$ cat src/rtl/i2c_am_pkg.sv
package i2c_am_pkg;
  localparam int unsigned AM_BYTE_W = 8;
  localparam int unsigned AM_ADDR_W = 10;
  localparam logic [4:0] AM_HDR10 = 5'b11110;

  typedef enum logic [1:0] {
    AM_FIRST  = 2'd0,
    AM_LOW    = 2'd1,
    AM_IGNORE = 2'd2
  } am_state_e;
endpackage

$ cat src/rtl/i2c_am_first_decode.sv
module i2c_am_first_decode
  import i2c_am_pkg::*;
#(
  parameter int unsigned BYTE_W = AM_BYTE_W,
  parameter int unsigned ADDR_W = AM_ADDR_W,
  localparam int unsigned HI_W  = ADDR_W - BYTE_W,
  localparam int unsigned S7_W  = BYTE_W - 1,
  localparam int unsigned PFX_W = BYTE_W - 1 - HI_W
) (
  input  logic [BYTE_W-1:0] byte_in,
  input  logic [S7_W-1:0]   own_seven,
  input  logic [HI_W-1:0]   own_hi,
  input  logic              gc_en,
  output logic              hit_seven,
  output logic              hit_gc,
  output logic              hdr_ok,
  output logic              rw_bit
);
  logic              is_zero;
  logic [S7_W-1:0]   bit_eq;

  assign is_zero = (byte_in == '0);
  assign rw_bit  = byte_in[0];
  assign hit_gc  = is_zero && gc_en;

  // per-bit compare of the 7-bit address field
  for (genvar i = 0; i < S7_W; i++) begin : g_seven_cmp
    assign bit_eq[i] = (byte_in[i+1] == own_seven[i]);
  end
  assign hit_seven = (&bit_eq) && !is_zero;

  if (HI_W > 0) begin : g_hdr
    assign hdr_ok = (byte_in[BYTE_W-1 -: PFX_W] == AM_HDR10[PFX_W-1:0]) &&
                    (byte_in[HI_W:1] == own_hi);
  end else begin : g_no_hdr
    assign hdr_ok = 1'b0;
  end
endmodule

$ cat src/rtl/i2c_am_low_compare.sv
module i2c_am_low_compare
  import i2c_am_pkg::*;
#(
  parameter int unsigned BYTE_W = AM_BYTE_W
) (
  input  logic [BYTE_W-1:0] byte_in,
  input  logic [BYTE_W-1:0] own_lo,
  output logic              low_eq
);
  assign low_eq = (byte_in == own_lo);
endmodule

$ cat src/rtl/i2c_am_ctrl.sv
module i2c_am_ctrl
  import i2c_am_pkg::*;
(
  input  logic clk,
  input  logic rst_n,
  input  logic start_evt,
  input  logic stop_evt,
  input  logic take,
  input  logic ten_bit,
  input  logic hit_seven,
  input  logic hit_gc,
  input  logic hdr_ok,
  input  logic rw_bit,
  input  logic low_eq,
  output logic ack_req,
  output logic match_pulse,
  output logic rd_dir,
  output logic gc_hit
);
  am_state_e state;
  logic      armed;
  logic      evt;

  assign evt = start_evt || stop_evt;

  always_ff @(posedge clk) begin
    if (!rst_n) begin
      state       <= AM_FIRST;
      armed       <= 1'b0;
      ack_req     <= 1'b0;
      match_pulse <= 1'b0;
      rd_dir      <= 1'b0;
      gc_hit      <= 1'b0;
    end else begin
      ack_req     <= 1'b0;
      match_pulse <= 1'b0;
      if (evt) begin
        state  <= AM_FIRST;
        rd_dir <= 1'b0;
        gc_hit <= 1'b0;
        if (stop_evt) armed <= 1'b0;
      end else if (take) begin
        unique case (state)
          AM_FIRST: begin
            state <= AM_IGNORE;
            if (hit_gc) begin
              ack_req     <= 1'b1;
              match_pulse <= 1'b1;
              gc_hit      <= 1'b1;
              rd_dir      <= 1'b0;
            end else if (!ten_bit && hit_seven) begin
              ack_req     <= 1'b1;
              match_pulse <= 1'b1;
              rd_dir      <= rw_bit;
            end else if (ten_bit && hdr_ok && !rw_bit) begin
              ack_req <= 1'b1;
              state   <= AM_LOW;
            end else if (ten_bit && hdr_ok && rw_bit && armed) begin
              ack_req     <= 1'b1;
              match_pulse <= 1'b1;
              rd_dir      <= 1'b1;
            end
          end
          AM_LOW: begin
            state <= AM_IGNORE;
            if (low_eq) begin
              ack_req     <= 1'b1;
              match_pulse <= 1'b1;
              rd_dir      <= 1'b0;
              armed       <= 1'b1;
            end
          end
          default: ;
        endcase
      end
    end
  end

  assert_match_acked_R2: assert property (@(posedge clk) disable iff (!rst_n)
    match_pulse |-> ack_req);

  assert_ack_needs_byte_R1: assert property (@(posedge clk) disable iff (!rst_n)
    ack_req |-> $past(take));

  assert_event_clears_R8: assert property (@(posedge clk) disable iff (!rst_n)
    evt |=> (!rd_dir && !gc_hit && !ack_req && state == AM_FIRST));

  assert_stop_disarms_R7: assert property (@(posedge clk) disable iff (!rst_n)
    stop_evt |=> !armed);

  assert_low_ack_R6: assert property (@(posedge clk) disable iff (!rst_n)
    (state == AM_LOW && take && !evt) |=> (ack_req == $past(low_eq)));

  assert_ignore_silent_R10: assert property (@(posedge clk) disable iff (!rst_n)
    (state == AM_IGNORE && take && !evt) |=> (!ack_req && $stable(rd_dir) && $stable(gc_hit)));
endmodule

$ cat src/rtl/i2c_addr_match.sv
module i2c_addr_match
  import i2c_am_pkg::*;
#(
  parameter int unsigned BYTE_W = AM_BYTE_W,
  parameter int unsigned ADDR_W = AM_ADDR_W,
  localparam int unsigned HI_W  = ADDR_W - BYTE_W,
  localparam int unsigned S7_W  = BYTE_W - 1
) (
  input  logic              clk,
  input  logic              rst_n,
  input  logic              cfg_ten_bit,
  input  logic [ADDR_W-1:0] cfg_own_addr,
  input  logic              cfg_gc_en,
  input  logic              start_evt,
  input  logic              stop_evt,
  input  logic              rx_valid,
  output logic              rx_ready,
  input  logic [BYTE_W-1:0] rx_data,
  output logic              ack_req,
  output logic              match_pulse,
  output logic              rd_dir,
  output logic              gc_hit
);
  logic take;
  logic hit_seven, hit_gc, hdr_ok, rw_bit, low_eq;

  always_ff @(posedge clk) begin
    if (!rst_n) rx_ready <= 1'b0;
    else        rx_ready <= 1'b1;
  end

  assign take = rx_valid && rx_ready;

  i2c_am_first_decode #(.BYTE_W(BYTE_W), .ADDR_W(ADDR_W)) u_first (
    .byte_in   (rx_data),
    .own_seven (cfg_own_addr[S7_W-1:0]),
    .own_hi    (cfg_own_addr[ADDR_W-1 -: HI_W]),
    .gc_en     (cfg_gc_en),
    .hit_seven (hit_seven),
    .hit_gc    (hit_gc),
    .hdr_ok    (hdr_ok),
    .rw_bit    (rw_bit)
  );

  i2c_am_low_compare #(.BYTE_W(BYTE_W)) u_low (
    .byte_in (rx_data),
    .own_lo  (cfg_own_addr[BYTE_W-1:0]),
    .low_eq  (low_eq)
  );

  i2c_am_ctrl u_ctrl (
    .clk         (clk),
    .rst_n       (rst_n),
    .start_evt   (start_evt),
    .stop_evt    (stop_evt),
    .take        (take),
    .ten_bit     (cfg_ten_bit),
    .hit_seven   (hit_seven),
    .hit_gc      (hit_gc),
    .hdr_ok      (hdr_ok),
    .rw_bit      (rw_bit),
    .low_eq      (low_eq),
    .ack_req     (ack_req),
    .match_pulse (match_pulse),
    .rd_dir      (rd_dir),
    .gc_hit      (gc_hit)
  );

  assert_gc_gated_R4: assert property (@(posedge clk) disable iff (!rst_n)
    $rose(gc_hit) |-> $past(cfg_gc_en));

  assert_reset_quiet_R9: assert property (@(posedge clk)
    !rst_n |=> (!ack_req && !match_pulse && !rd_dir && !gc_hit && !rx_ready));
endmodule

$ cat config.mk
export PLATFORM = sky130hd
export DESIGN_NAME = i2c_addr_match
export DESIGN_NICKNAME = d
export VERILOG_FILES = /design/src/rtl/i2c_am_pkg.sv /design/src/rtl/i2c_am_first_decode.sv /design/src/rtl/i2c_am_low_compare.sv /design/src/rtl/i2c_am_ctrl.sv /design/src/rtl/i2c_addr_match.sv
export SDC_FILE = /design/constraint.sdc
export NUM_CORES = 1
export LEC_CHECK = 0
export BUFFER_PORTS_ARGS = -buffer_cell sky130_fd_sc_hd__buf_2
export CAP_MARGIN = 20
export CORE_MARGIN = 2
export CORE_UTILIZATION = 35
export CTS_BUF_LIST = sky130_fd_sc_hd__clkbuf_16
export DETAILED_ROUTE_END_ITERATION = 7
export SKIP_CTS_REPAIR_TIMING = 1
export SLEW_MARGIN = 30
export SYNTH_ARGS = -nofsm -noshare
export SYNTH_HDL_FRONTEND = slang
export SYNTH_SLANG_ARGS = --single-unit
export TNS_END_PERCENT = 5
$ cat constraint.sdc
create_clock -name clk -period 1.7 [get_ports clk]
set_input_delay 0.17 -clock clk [delete_from_list [all_inputs] [get_ports clk]]
set_output_delay 0.17 -clock clk [all_outputs]
set_load 0.005 [all_outputs]
==> results of run 1 <==
==> stage by stage <==
| stage | instance area (sq um) | setup slack, ns | instances | utilization, % | setup TNS (ns) |
|---|---|---|---|---|---|
| finish | 840 | 0.229 | 121 | 54.5 | 0 |
| global route | 840 | 0.0755 | 121 | 54.5 | 0 |
| CTS | 840 | 0.220 | 121 | 54.5 | 0 |
| detailed placement | 764 | -0.0227 | 118 | 49.6 | -0.0227 |
| global placement | 764 | 0.00397 | 118 | 49.6 | 0 |
| floorplan | 584 | 0.236 | 71 | - | 0 |
==> final cells by class <==
| class | count | area, sq um |
|---|---|---|
| clock buffers | 3 | 75.1 |
| fillers | 153 | 702 |
| inverters | 2 | 7.51 |
| multi-input cells | 61 | 417 |
| flip-flops and latches | 8 | 160 |
| well taps | 16 | 20.0 |
| repair buffers | 31 | 160 |
==> cell usage in the layout, fill, tap and decap left out <==
| master | netlist | final |
|---|---|---|
| sky130_fd_sc_hd__buf_2 | 0 | 29 |
| sky130_fd_sc_hd__xor2_1 | 15 | 15 |
| sky130_fd_sc_hd__dfxtp_1 | 8 | 8 |
| sky130_fd_sc_hd__nand2_1 | 6 | 6 |
| sky130_fd_sc_hd__nor2_1 | 5 | 5 |
| sky130_fd_sc_hd__a21oi_1 | 5 | 5 |
| sky130_fd_sc_hd__nand3_1 | 4 | 4 |
| sky130_fd_sc_hd__nor4_1 | 3 | 3 |
| sky130_fd_sc_hd__nor3_1 | 3 | 3 |
| sky130_fd_sc_hd__clkbuf_16 | 0 | 3 |
| sky130_fd_sc_hd__inv_1 | 2 | 2 |
| sky130_fd_sc_hd__xnor2_1 | 2 | 2 |
| sky130_fd_sc_hd__nor4_2 | 2 | 2 |
| sky130_fd_sc_hd__a211oi_1 | 2 | 2 |
| sky130_fd_sc_hd__o21ai_0 | 2 | 2 |
| sky130_fd_sc_hd__buf_4 | 0 | 2 |
| sky130_fd_sc_hd__and4b_1 | 1 | 1 |
| sky130_fd_sc_hd__and3_2 | 1 | 1 |
| sky130_fd_sc_hd__or3b_4 | 1 | 1 |
| sky130_fd_sc_hd__o21ai_1 | 1 | 1 |
| sky130_fd_sc_hd__nand2b_1 | 1 | 1 |
| sky130_fd_sc_hd__nand4_1 | 1 | 1 |
| sky130_fd_sc_hd__or2_2 | 1 | 1 |
| sky130_fd_sc_hd__o31ai_2 | 1 | 1 |
| sky130_fd_sc_hd__mux2i_1 | 1 | 1 |
| sky130_fd_sc_hd__or3_1 | 1 | 1 |
| sky130_fd_sc_hd__o21a_1 | 1 | 1 |
| sky130_fd_sc_hd__a41oi_1 | 1 | 1 |
==> state kept, by name, summed over array words and instances, names as in the netlist <==
name and count:
u_ctrl.state 2, rx_ready 1, u_ctrl.ack_req 1, u_ctrl.armed 1
u_ctrl.gc_hit 1, u_ctrl.match_pulse 1, u_ctrl.rd_dir 1
==> metal layers <==
metal / share of wire [%] / track usage, % / wire (um)
met1: 48 / 19.7 / 633
met2: 44 / 25.8 / 581
met3: 7.4 / 6.40 / 99
met4: 1.1 / 5.88 / 14
met5: 0 / 0 / 0
==> path summary, 6_finish.rpt <==
check,to,from,slack [ns],cells after the start
hold reg to reg,u_ctrl.armed,u_ctrl.armed,0.45,2
hold / removal,rx_ready,rst_n,0.06,1
setup reg to reg,u_ctrl.armed,u_ctrl.state[0],0.44,5
setup / recovery,u_ctrl.rd_dir,rx_data[0],0.23,7
==> kinds of logic after synthesis <==
family	count (synthesis)	share of synthesized area, %
AO/OA/AOI/OAI	13	14.3
XOR/XNOR	17	25.5
buffers and inverters	2	1.29
flip-flops	8	27.4
multiplexers	1	1.71
AND/OR/NAND/NOR	30	29.8
==> critical path: stages <==
cell                       delay, ns
sky130_fd_sc_hd__buf_2          0.13
sky130_fd_sc_hd__nor4_2         0.30
sky130_fd_sc_hd__a211oi_1       0.11
sky130_fd_sc_hd__nand3_1        0.11
sky130_fd_sc_hd__or3b_4         0.40
sky130_fd_sc_hd__o31ai_2        0.21
sky130_fd_sc_hd__mux2i_1        0.20
==> report_power, final <==
| group | switching (mW) | total, mW | internal [mW] |
|---|---|---|---|
| registers | 0.00224 | 0.193 | 0.191 |
| logic | 0.0511 | 0.100 | 0.0491 |
| clock network | 0.0895 | 0.392 | 0.303 |
| total | 0.143 | 0.686 | 0.543 |
==> results by group, run 1 <==
Global routing
  • Antenna violations before repair: 0
  • Pin count of the biggest net entering global routing: 7
  • Total track usage: 16.2%
  • Wire length of the first global-routing pass: 2370 um
  • Grt ovf: 0
  • Number of global-route vias before repair: 594

STA
  • Final setup violation count: 0
  • Min Hold Slack: 0.0557 ns
  • Unrepaired setup endpoints after global routing: false
  • Final count of hold timing violations: 0
  • Max Fclk: between 600 and 700 MHz
  • Slew @ Worst Pin: about 0.45 ns
  • Setup skew after layout: 0.00152 ns
  • Worst slew slack as a fraction of its limit: a little over two thirds
  • Final critical delay including setup and external delays: roughly 1.5 ns
  • Period utilisation layout: just under 90%
  • Max-slew violation count: 0

Critical path
  • Startpoint Class: input pin
  • Critical Setup Path Class: in2reg
  • Sort of element at the end of the critical path: flip-flop
  • Critical Path Fanout Max: 5
  • Data arrival time of the critical path: 1.63 ns
  • Critical path required time: 1.86 ns

Synthesis
  • Warning count from the yosys run: 0
  • Seq/Total Area, Yosys: a little over a quarter
  • Distinct cells, synth: 25
  • Most repeated cell in the gate-level netlist after synthesis: sky130_fd_sc_hd__xor2_1
  • Top-area cell type share of the netlist area: 27.4%
  • Synth top area cells: sky130_fd_sc_hd__dfxtp_1 27%, sky130_fd_sc_hd__xor2_1 22%, sky130_fd_sc_hd__a21oi_1 4.3%
  • Number of enable flip-flop cells after synthesis: 0
  • Average cell area after synthesis: 8.23 sq um
  • Ys flop type: sky130_fd_sc_hd__dfxtp_1
  • Count of mapped cells out of synthesis: 71
  • Most common library cells after synthesis: 15 x sky130_fd_sc_hd__xor2_1, 8 x sky130_fd_sc_hd__dfxtp_1, 6 x sky130_fd_sc_hd__nand2_1, 5 x sky130_fd_sc_hd__a21oi_1, 5 x sky130_fd_sc_hd__nor2_1
  • Net count after synthesis: 96
  • Post-synth top area cell: sky130_fd_sc_hd__dfxtp_1
  • Synth async-reset ratio: 0%
  • Post-synthesis cell area: 584 sq um
  • Post-synthesis register bit count: 8

Floorplan
  • Core area: roughly 1500 sq um
  • Initial cell density of the core: 37.9%
  • Number of standard-cell rows in the floorplan: 14
  • I/O pins: 30
  • Area of the die: 2010 sq um
  • Overall die height: ~45 um
  • Width of the chip: 44.9 um

Pwr
  • Total design power: just under 700 uW
  • Leak Pwr: 0.364 nW
  • Total power per unit cell area: 817 nW/um^2
  • Worst vdd ir: 705 uV

Final layout
  • Share of post-route cells with drive strength above 1: between 30% and 40%
  • Final layout net count: 132
  • Antenna fix cells: 0
  • Area overhead of the layout relative to synthesis: 43.7%

Clocking
  • CTS clock-pin slew for the worst setup and hold paths: 0.04 ns
  • CTS tree: yes
  • Total clock buffers created by CTS: 3
  • Clock latency on the worst-skew pair: 0.23 ns
  • Clock Tree Buf Depth: 2
  • Clock root buffer: sky130_fd_sc_hd__clkbuf_16
  • CTS sink cnt: 8
  • Max H-tree Level: 1

Detailed routing
  • Remaining number of nets flagged by the antenna check after routing: 0
  • Length of the first detailed-routing pass in iterations: 4
  • Total Routed Length: 1330 um
  • Initial detailed-routing violation count: 7
  • Post-route DRC: 0
  • Wire length per cell: 11.0 um
  • Via count normalized by instance count: just over 5
  • Count of vias placed by the detailed router: between 600 and 700

Run
  • Count of maximum capacitance violations: 0

Hold path
  • Path type of the worst min-delay path: in2reg

Place
  • Post-DP HPWL: 1130 um
  • Buffers on Ports: 29
  • Final weighted congestion in routability-driven placement: 0.869

Status
  • Result of the run: finished clean
No activity file was read; power rests on OpenSTA's default activity.
==> run 2: changes to the inputs <==
--- a/config.mk
+++ b/config.mk
@@ -8,9 +8,10 @@
 export BUFFER_PORTS_ARGS = -buffer_cell sky130_fd_sc_hd__buf_2
 export CAP_MARGIN = 20
 export CORE_MARGIN = 2
-export CORE_UTILIZATION = 35
+export CORE_UTILIZATION = 43
 export CTS_BUF_LIST = sky130_fd_sc_hd__clkbuf_16
 export DETAILED_ROUTE_END_ITERATION = 7
+export PLACE_DENSITY = 0.76
 export SKIP_CTS_REPAIR_TIMING = 1
 export SLEW_MARGIN = 30
 export SYNTH_ARGS = -nofsm -noshare
==> run 2 against run 1 <==
Count of clock-buffer cells in the layout did not move. Critical path depth unchanged. Utilization grew 11 points. Combinational power is 5% higher. Cell count did not move. First-iteration DRC count is 130% higher. Global-route usage increased by 6.2 points. Clock power fell by 2%. Critical path type unchanged. Critical endpoint unchanged.
==> results by group, run 2 (synthesized netlist as in run 1, its figures left out) <==
STA
  • Final count of hold timing violations: 0 (unchanged)
  • Min Hold Slack: 0.0626 ns (+0.00692 ns)
  • Max-slew violation count: 0 (unchanged)
  • Summed negative setup slack over all endpoints: 0 ns (unchanged)
  • Setup skew after layout: 0.00114 ns (-0.000386 ns)
  • Final setup violation count: 0 (unchanged)
  • Worst slew slack as a fraction of its limit: 75.0% (+5.1 points)
  • Slew @ Worst Pin: 0.371 ns (-0.0757 ns)
  • Final critical delay including setup and external delays: 1.53 ns (+0.0542 ns)
  • Max Fclk: 655 MHz (-3.6%)
  • Period utilisation layout: 89.7% (+3.2 points)
  • Unrepaired setup endpoints after global routing: false

Floorplan
  • Number of standard-cell rows in the floorplan: 13 (-1)
  • I/O pins: 30 (unchanged)
  • Overall die height: 40.9 um (-8.9%)
  • Area of the die: 1670 sq um (-17%)
  • Width of the chip: 40.9 um (-8.9%)
  • Initial cell density of the core: 45.5% (+7.6 points)
  • Core area: 1280 sq um (-17%)

Final layout
  • Area overhead of the layout relative to synthesis: 44.8%
  • Commonest non-fill, non-tap cell in the layout: sky130_fd_sc_hd__buf_2
  • Commonest cells after routing, fill and taps aside: 29 x sky130_fd_sc_hd__buf_2, 15 x sky130_fd_sc_hd__xor2_1, 8 x sky130_fd_sc_hd__dfxtp_1, 6 x sky130_fd_sc_hd__nand2_1
  • Post-route cell area: 846 sq um (+0.75%)
  • Antenna fix cells: 0 (unchanged)
  • Count of filler cells inserted in the layout: 113 (-26%)
  • Register containing the most flip-flops in the final layout: u_ctrl.state
  • Share of post-route cells with drive strength above 1: 38.7% (+0.58 points)
  • Flip-flop count of the largest register after layout: 2 (unchanged)
  • Final layout net count: 133 (+0.76%)

Detailed routing
  • Initial detailed-routing violation count: 16 (+9)
  • Length of the first detailed-routing pass in iterations: 4 (unchanged)
  • Count of vias placed by the detailed router: 647 (+6.1%)
  • Wl on met1: 638 um (+0.79%)
  • Highest signal layer in the routed design: met3
  • WL met3: 53 um (-46%)
  • Remaining number of nets flagged by the antenna check after routing: 0 (unchanged)
  • Wire length per cell: 12.7 um (+16%)
  • Post-route DRC: 0 (unchanged)
  • Total length of routed met2 wires: 846 um (+46%)
  • Via count normalized by instance count: 5.35 (+6.1%)
  • Total Routed Length: 1540 um (+16%)

Place
  • Buffers on Ports: 29 (unchanged)
  • Final weighted congestion in routability-driven placement: 0.866 (-0.33%)
  • Post-DP HPWL: 1270 um (+13%)
  • Dpl cell area: 771 sq um (+0.82%)

Pwr
  • Switching Share: 20.3% (-0.52 points)
  • Share of total power in the clock network: 56.3% (-1.0 points)
  • Part of the total power dissipated in combinational logic: 15.4% (+0.8 points)
  • Worst vdd ir: 519 uV (-26%)
  • Design internal power: 545 uW (+0.43%)
  • Total design power: 684 uW (-0.22%)
  • Leak Pwr: 0.370 nW (+1.7%)
  • Net Switching: 139 uW (-2.7%)
  • Total power per unit cell area: 809 nW/um^2 (-0.96%)
  • Share of power burned in registers: 28.2% (about the same)

Clocking
  • CTS tree: yes
  • CTS sink cnt: 8 (unchanged)
  • Total clock buffers created by CTS: 3 (unchanged)
  • Clock latency on the worst-skew pair: 0.23 ns (about the same)
  • Max H-tree Level: 1 (unchanged)
  • Clock Tree Buf Depth: 2 (unchanged)
  • CTS clock-pin slew for the worst setup and hold paths: 0.03 ns (about the same)
  • Clock root buffer: sky130_fd_sc_hd__clkbuf_16

Global routing
  • Antenna violations before repair: 0 (unchanged)
  • Number of global-route vias before repair: 625 (+5.2%)
  • Total track usage: 22.4% (+6.2 points)
  • Pin count of the biggest net entering global routing: 7 (unchanged)
  • Wire length of the first global-routing pass: 2460 um (+4.1%)
  • Grt ovf: 0 (unchanged)

Run
  • Count of maximum capacitance violations: 0 (unchanged)

Critical path
  • Startpoint Class: input pin
  • Data arrival time of the critical path: 1.68 ns (+0.05 ns)
  • Critical Setup Path Class: in2reg
  • Critical Path Fanout Max: 3 (-2)
  • Sort of element at the end of the critical path: flip-flop
  • Critical path required time: 1.85 ns (about the same)

Status
  • Result of the run: finished clean

Hold path
  • Path type of the worst min-delay path: in2reg
-- run 2: cell types whose count changed in the layout (fill, tap and decap cells not counted), sizes merged --
cell  previous run  this run
buf             31        32
-- run 2: cell type report --
cell class | count | area, sq um | share of cell area (%)
repair buffers | 32 | 168 | 19.8
clock buffers | 3 | 75.1 | 8.88
flip-flops and latches | 8 | 160 | 18.9
multi-input cells | 61 | 417 | 49.3
well taps | 15 | 18.8 | 2.22
inverters | 2 | 7.51 | 0.888
-- run 2: final timing paths --
path                        start             to  slack, ns  cells after the start
hold / removal              rst_n       rx_ready       0.06                      1
setup / recovery       rx_data[4]  u_ctrl.rd_dir       0.17                      7
hold reg to reg      u_ctrl.armed   u_ctrl.armed       0.47                      2
setup reg to reg  u_ctrl.state[0]   u_ctrl.armed       0.41                      5
-- run 2: through the flow --
| stage | util, % | worst slack (ns) | cells |
|---|---|---|---|
| final | 65.8 | 0.174 | 121 |
| after global routing | 65.8 | 0.0273 | 121 |
| after CTS | 65.8 | 0.158 | 121 |
| after detailed placement | 60.0 | -0.0755 | 118 |
| after global placement | 60.0 | 0.0514 | 118 |
| after floorplan | - | 0.236 | 71 |
-- run 2: power by group through the flow --
stage	logic [mW]	clock network [mW]	registers (mW)
floorplan	0.0444	0	0.195
global placement	0.102	0	0.195
detailed placement	0.105	0	0.196
CTS	0.106	0.390	0.193
global route	0.117	0.401	0.193
finish	0.105	0.385	0.193
-- run 2: layer usage --
| metal | up-vias | global-route usage [%] |
|---|---|---|
| li1 | 328 | - |
| met1 | 300 | 24.3 |
| met2 | 19 | 40.2 |
| met3 | 0 | 8.70 |
| met4 | 0 | 5.00 |
| met5 | - | 0 |
-- run 2: worst max-delay path: stages --
cell	delay, ns
sky130_fd_sc_hd__buf_2	0.11
sky130_fd_sc_hd__nor4_2	0.33
sky130_fd_sc_hd__a211oi_1	0.13
sky130_fd_sc_hd__nand3_1	0.12
sky130_fd_sc_hd__or3b_4	0.40
sky130_fd_sc_hd__o31ai_2	0.21
sky130_fd_sc_hd__mux2i_1	0.21
==> run 3: changes to the inputs <==
--- a/config.mk
+++ b/config.mk
@@ -7,7 +7,7 @@
 export LEC_CHECK = 0
 export BUFFER_PORTS_ARGS = -buffer_cell sky130_fd_sc_hd__buf_2
 export CAP_MARGIN = 20
-export CORE_MARGIN = 2
+export CORE_MARGIN = 8
 export CORE_UTILIZATION = 43
 export CTS_BUF_LIST = sky130_fd_sc_hd__clkbuf_16
 export DETAILED_ROUTE_END_ITERATION = 7
==> run 3 against run 2 <==
Count of clock-buffer cells in the layout did not move. Utilization unchanged. Sequential power hardly changed. Global-route usage down 9.5 points. Worst setup slack better by 0.056 ns. Clock power rose by 2%. Register-to-register slack got worse by 0.02 ns. Maximum frequency is 3.8% higher. Die area rose by 67%. Via count grew 1.1%. Critical path type unchanged. Highest routed layer is now met4.
==> results by group, run 3 (synthesized netlist as in run 1, its figures left out) <==
Status
  • Result of the run: finished clean

Critical path
  • Sort of element at the end of the critical path: flip-flop
  • Startpoint Class: input pin
  • Critical Setup Path Class: in2reg
  • Critical path required time: 1.86 ns (about the same)
  • Cells on worst reg2reg path: 5 (unchanged)
  • Largest incremental delay on the critical path: 0.40 ns (about the same)
  • Setup slack on the worst flop-to-flop path: 0.39 ns (-0.02 ns)
  • Gate family responsible for the most delay along the worst path: simple AND/OR/NAND/NOR gates
  • Critical Path Fanout Max: 5 (+2)
  • RR Startpoint: u_ctrl.state[0]
  • Endpoint of the most critical register-to-register path: u_ctrl.armed
  • Slowest cell on the critical path: sky130_fd_sc_hd__or3b_4
  • Startpoint of the worst setup timing path: rx_data[0]
  • Last element of the critical path: u_ctrl.rd_dir
  • Total buffers and inverters traversed by the critical path: 1 (unchanged)
  • Number of logic stages on the critical path including buffering: 7 (unchanged)
  • Crit-path cells: buf_2 > nor4_2 > a211oi_1 > nand3_1 > or3b_4 > o31ai_2 > mux2i_1
  • Data arrival time of the critical path: 1.63 ns (-0.05 ns)

STA
  • Unrepaired setup endpoints after global routing: false
  • Final setup violation count: 0 (unchanged)
  • Max-slew violation count: 0 (unchanged)
  • Worst slew slack as a fraction of its limit: 73.0% (-2.0 points)
  • Worst path setup slack after routing: 0.231 ns (+0.0562 ns)
  • Max Fclk: 681 MHz (+3.8%)
  • Summed negative setup slack over all endpoints: 0 ns (unchanged)
  • Slew @ Worst Pin: 0.402 ns (+0.0305 ns)
  • Period utilisation layout: 86.4% (-3.3 points)
  • Final critical delay including setup and external delays: 1.47 ns (-0.0562 ns)
  • Final count of hold timing violations: 0 (unchanged)
  • Setup skew after layout: 0.00266 ns (+0.00152 ns)

Global routing
  • Total track usage: 12.9% (-9.5 points)
  • Number of global-route vias before repair: 700 (+12%)
  • Grt ovf: 0 (unchanged)
  • Antenna violations before repair: 0 (unchanged)
  • Wire length of the first global-routing pass: 2740 um (+11%)
  • Pin count of the biggest net entering global routing: 7 (unchanged)

Floorplan
  • Core area: 1280 sq um (unchanged)
  • Initial cell density of the core: 45.5% (unchanged)
  • Width of the chip: 52.9 um (+29%)
  • I/O pins: 30 (unchanged)
  • Area of the die: 2790 sq um (+67%)
  • Overall die height: 52.9 um (+29%)
  • Number of standard-cell rows in the floorplan: 13 (unchanged)

Clocking
  • Clock Tree Buf Depth: 2 (unchanged)
  • Max H-tree Level: 1 (unchanged)
  • Clock root buffer: sky130_fd_sc_hd__clkbuf_16
  • Total clock buffers created by CTS: 3 (unchanged)
  • CTS clock-pin slew for the worst setup and hold paths: 0.04 ns (about the same)
  • CTS sink cnt: 8 (unchanged)
  • CTS tree: yes
  • Clock latency on the worst-skew pair: 0.23 ns (about the same)

Place
  • Final weighted congestion in routability-driven placement: 0.865 (about the same)
  • Buffers on Ports: 29 (unchanged)
  • Worst slack after detailed placement: -0.0290 ns (+0.0465 ns)
  • Post-DP HPWL: 1330 um (+4.8%)
  • Dpl cell area: 771 sq um (unchanged)

Final layout
  • Antenna fix cells: 0 (unchanged)
  • Area overhead of the layout relative to synthesis: 44.8% (unchanged)
  • Post-route cell area: 846 sq um (unchanged)
  • Final standard cell utilization of the core: 65.8% (unchanged)
  • Final layout net count: 133 (unchanged)
  • Flip-flop count of the largest register after layout: 2 (unchanged)
  • Register containing the most flip-flops in the final layout: u_ctrl.state
  • Share of post-route cells with drive strength above 1: 38.7% (unchanged)
  • Commonest non-fill, non-tap cell in the layout: sky130_fd_sc_hd__buf_2
  • Commonest cells after routing, fill and taps aside: 29 x sky130_fd_sc_hd__buf_2, 15 x sky130_fd_sc_hd__xor2_1, 8 x sky130_fd_sc_hd__dfxtp_1, 6 x sky130_fd_sc_hd__nand2_1

Detailed routing
  • Count of vias placed by the detailed router: 654 (+1.1%)
  • Total length of routed met2 wires: 794 um (-6.1%)
  • Post-route DRC: 0 (unchanged)
  • Total Routed Length: 1620 um (+5.1%)
  • Via count normalized by instance count: 5.40 (+1.1%)
  • Length of the first detailed-routing pass in iterations: 4 (unchanged)
  • Initial detailed-routing violation count: 6 (-10)
  • Remaining number of nets flagged by the antenna check after routing: 0 (unchanged)
  • Wire length per cell: 13.4 um (+5.1%)
  • Highest signal layer in the routed design: met4
  • Wl on met1: 680 um (+6.6%)
  • WL met3: 88 um (+66%)

Hold path
  • Path type of the worst min-delay path: in2reg

Pwr
  • Total power per unit cell area: 814 nW/um^2 (+0.66%)
  • Net Switching: 143 uW (+2.9%)
  • Worst vdd ir: 550 uV (+6.0%)
  • Design internal power: 545 uW (about the same)
  • Share of power burned in registers: 28.0% (-0.2 points)
  • Switching Share: 20.8% (+0.45 points)
  • Total design power: 689 uW (+0.66%)
  • Share of total power in the clock network: 56.9% (+0.6 points)
  • Leak Pwr: 0.370 nW (unchanged)
  • Part of the total power dissipated in combinational logic: 15.1% (-0.3 points)

Run
  • Count of maximum capacitance violations: 0 (unchanged)
-- run 3: power by group through the flow --
stage / Clock (mW) / Sequential (mW) / Combinational (mW)
finish: 0.392 / 0.193 / 0.104
detailed placement: 0 / 0.196 / 0.104
floorplan: 0 / 0.195 / 0.0444
global route: 0.411 / 0.193 / 0.115
global placement: 0 / 0.195 / 0.102
CTS: 0.396 / 0.193 / 0.105
-- run 3: cell type report --
class	count	area, sq um
Fill cell	111	439
Multi-Input combinational cell	61	417
Timing Repair Buffer	32	168
Sequential cell	8	160
Clock buffer	3	75.1
Tap cell	15	18.8
Inverter	2	7.51
-- run 3: through the flow --
step                      std cells  hold slack (ns)
after detailed placement        118            0.290
after global placement          118            0.290
final                           121           0.0548
after CTS                       121           0.0535
after floorplan                  71            0.198
after global routing            121           0.0559
-- run 3: worst min path at each step --
stage               start       end  cells after the start  slack [ns]
finish              rst_n  rx_ready                      1        0.05
floorplan           rst_n  rx_ready                      0        0.20
detailed placement  rst_n  rx_ready                      1        0.29
global placement    rst_n  rx_ready                      1        0.29
global route        rst_n  rx_ready                      1        0.06
CTS                 rst_n  rx_ready                      1        0.05
-- run 3: routing by layer --
layer	vias up	global-route usage (%)
met2	20	23.0
li1	330	-
met5	-	0
met3	6	4.76
met1	298	12.6
met4	0	6.47
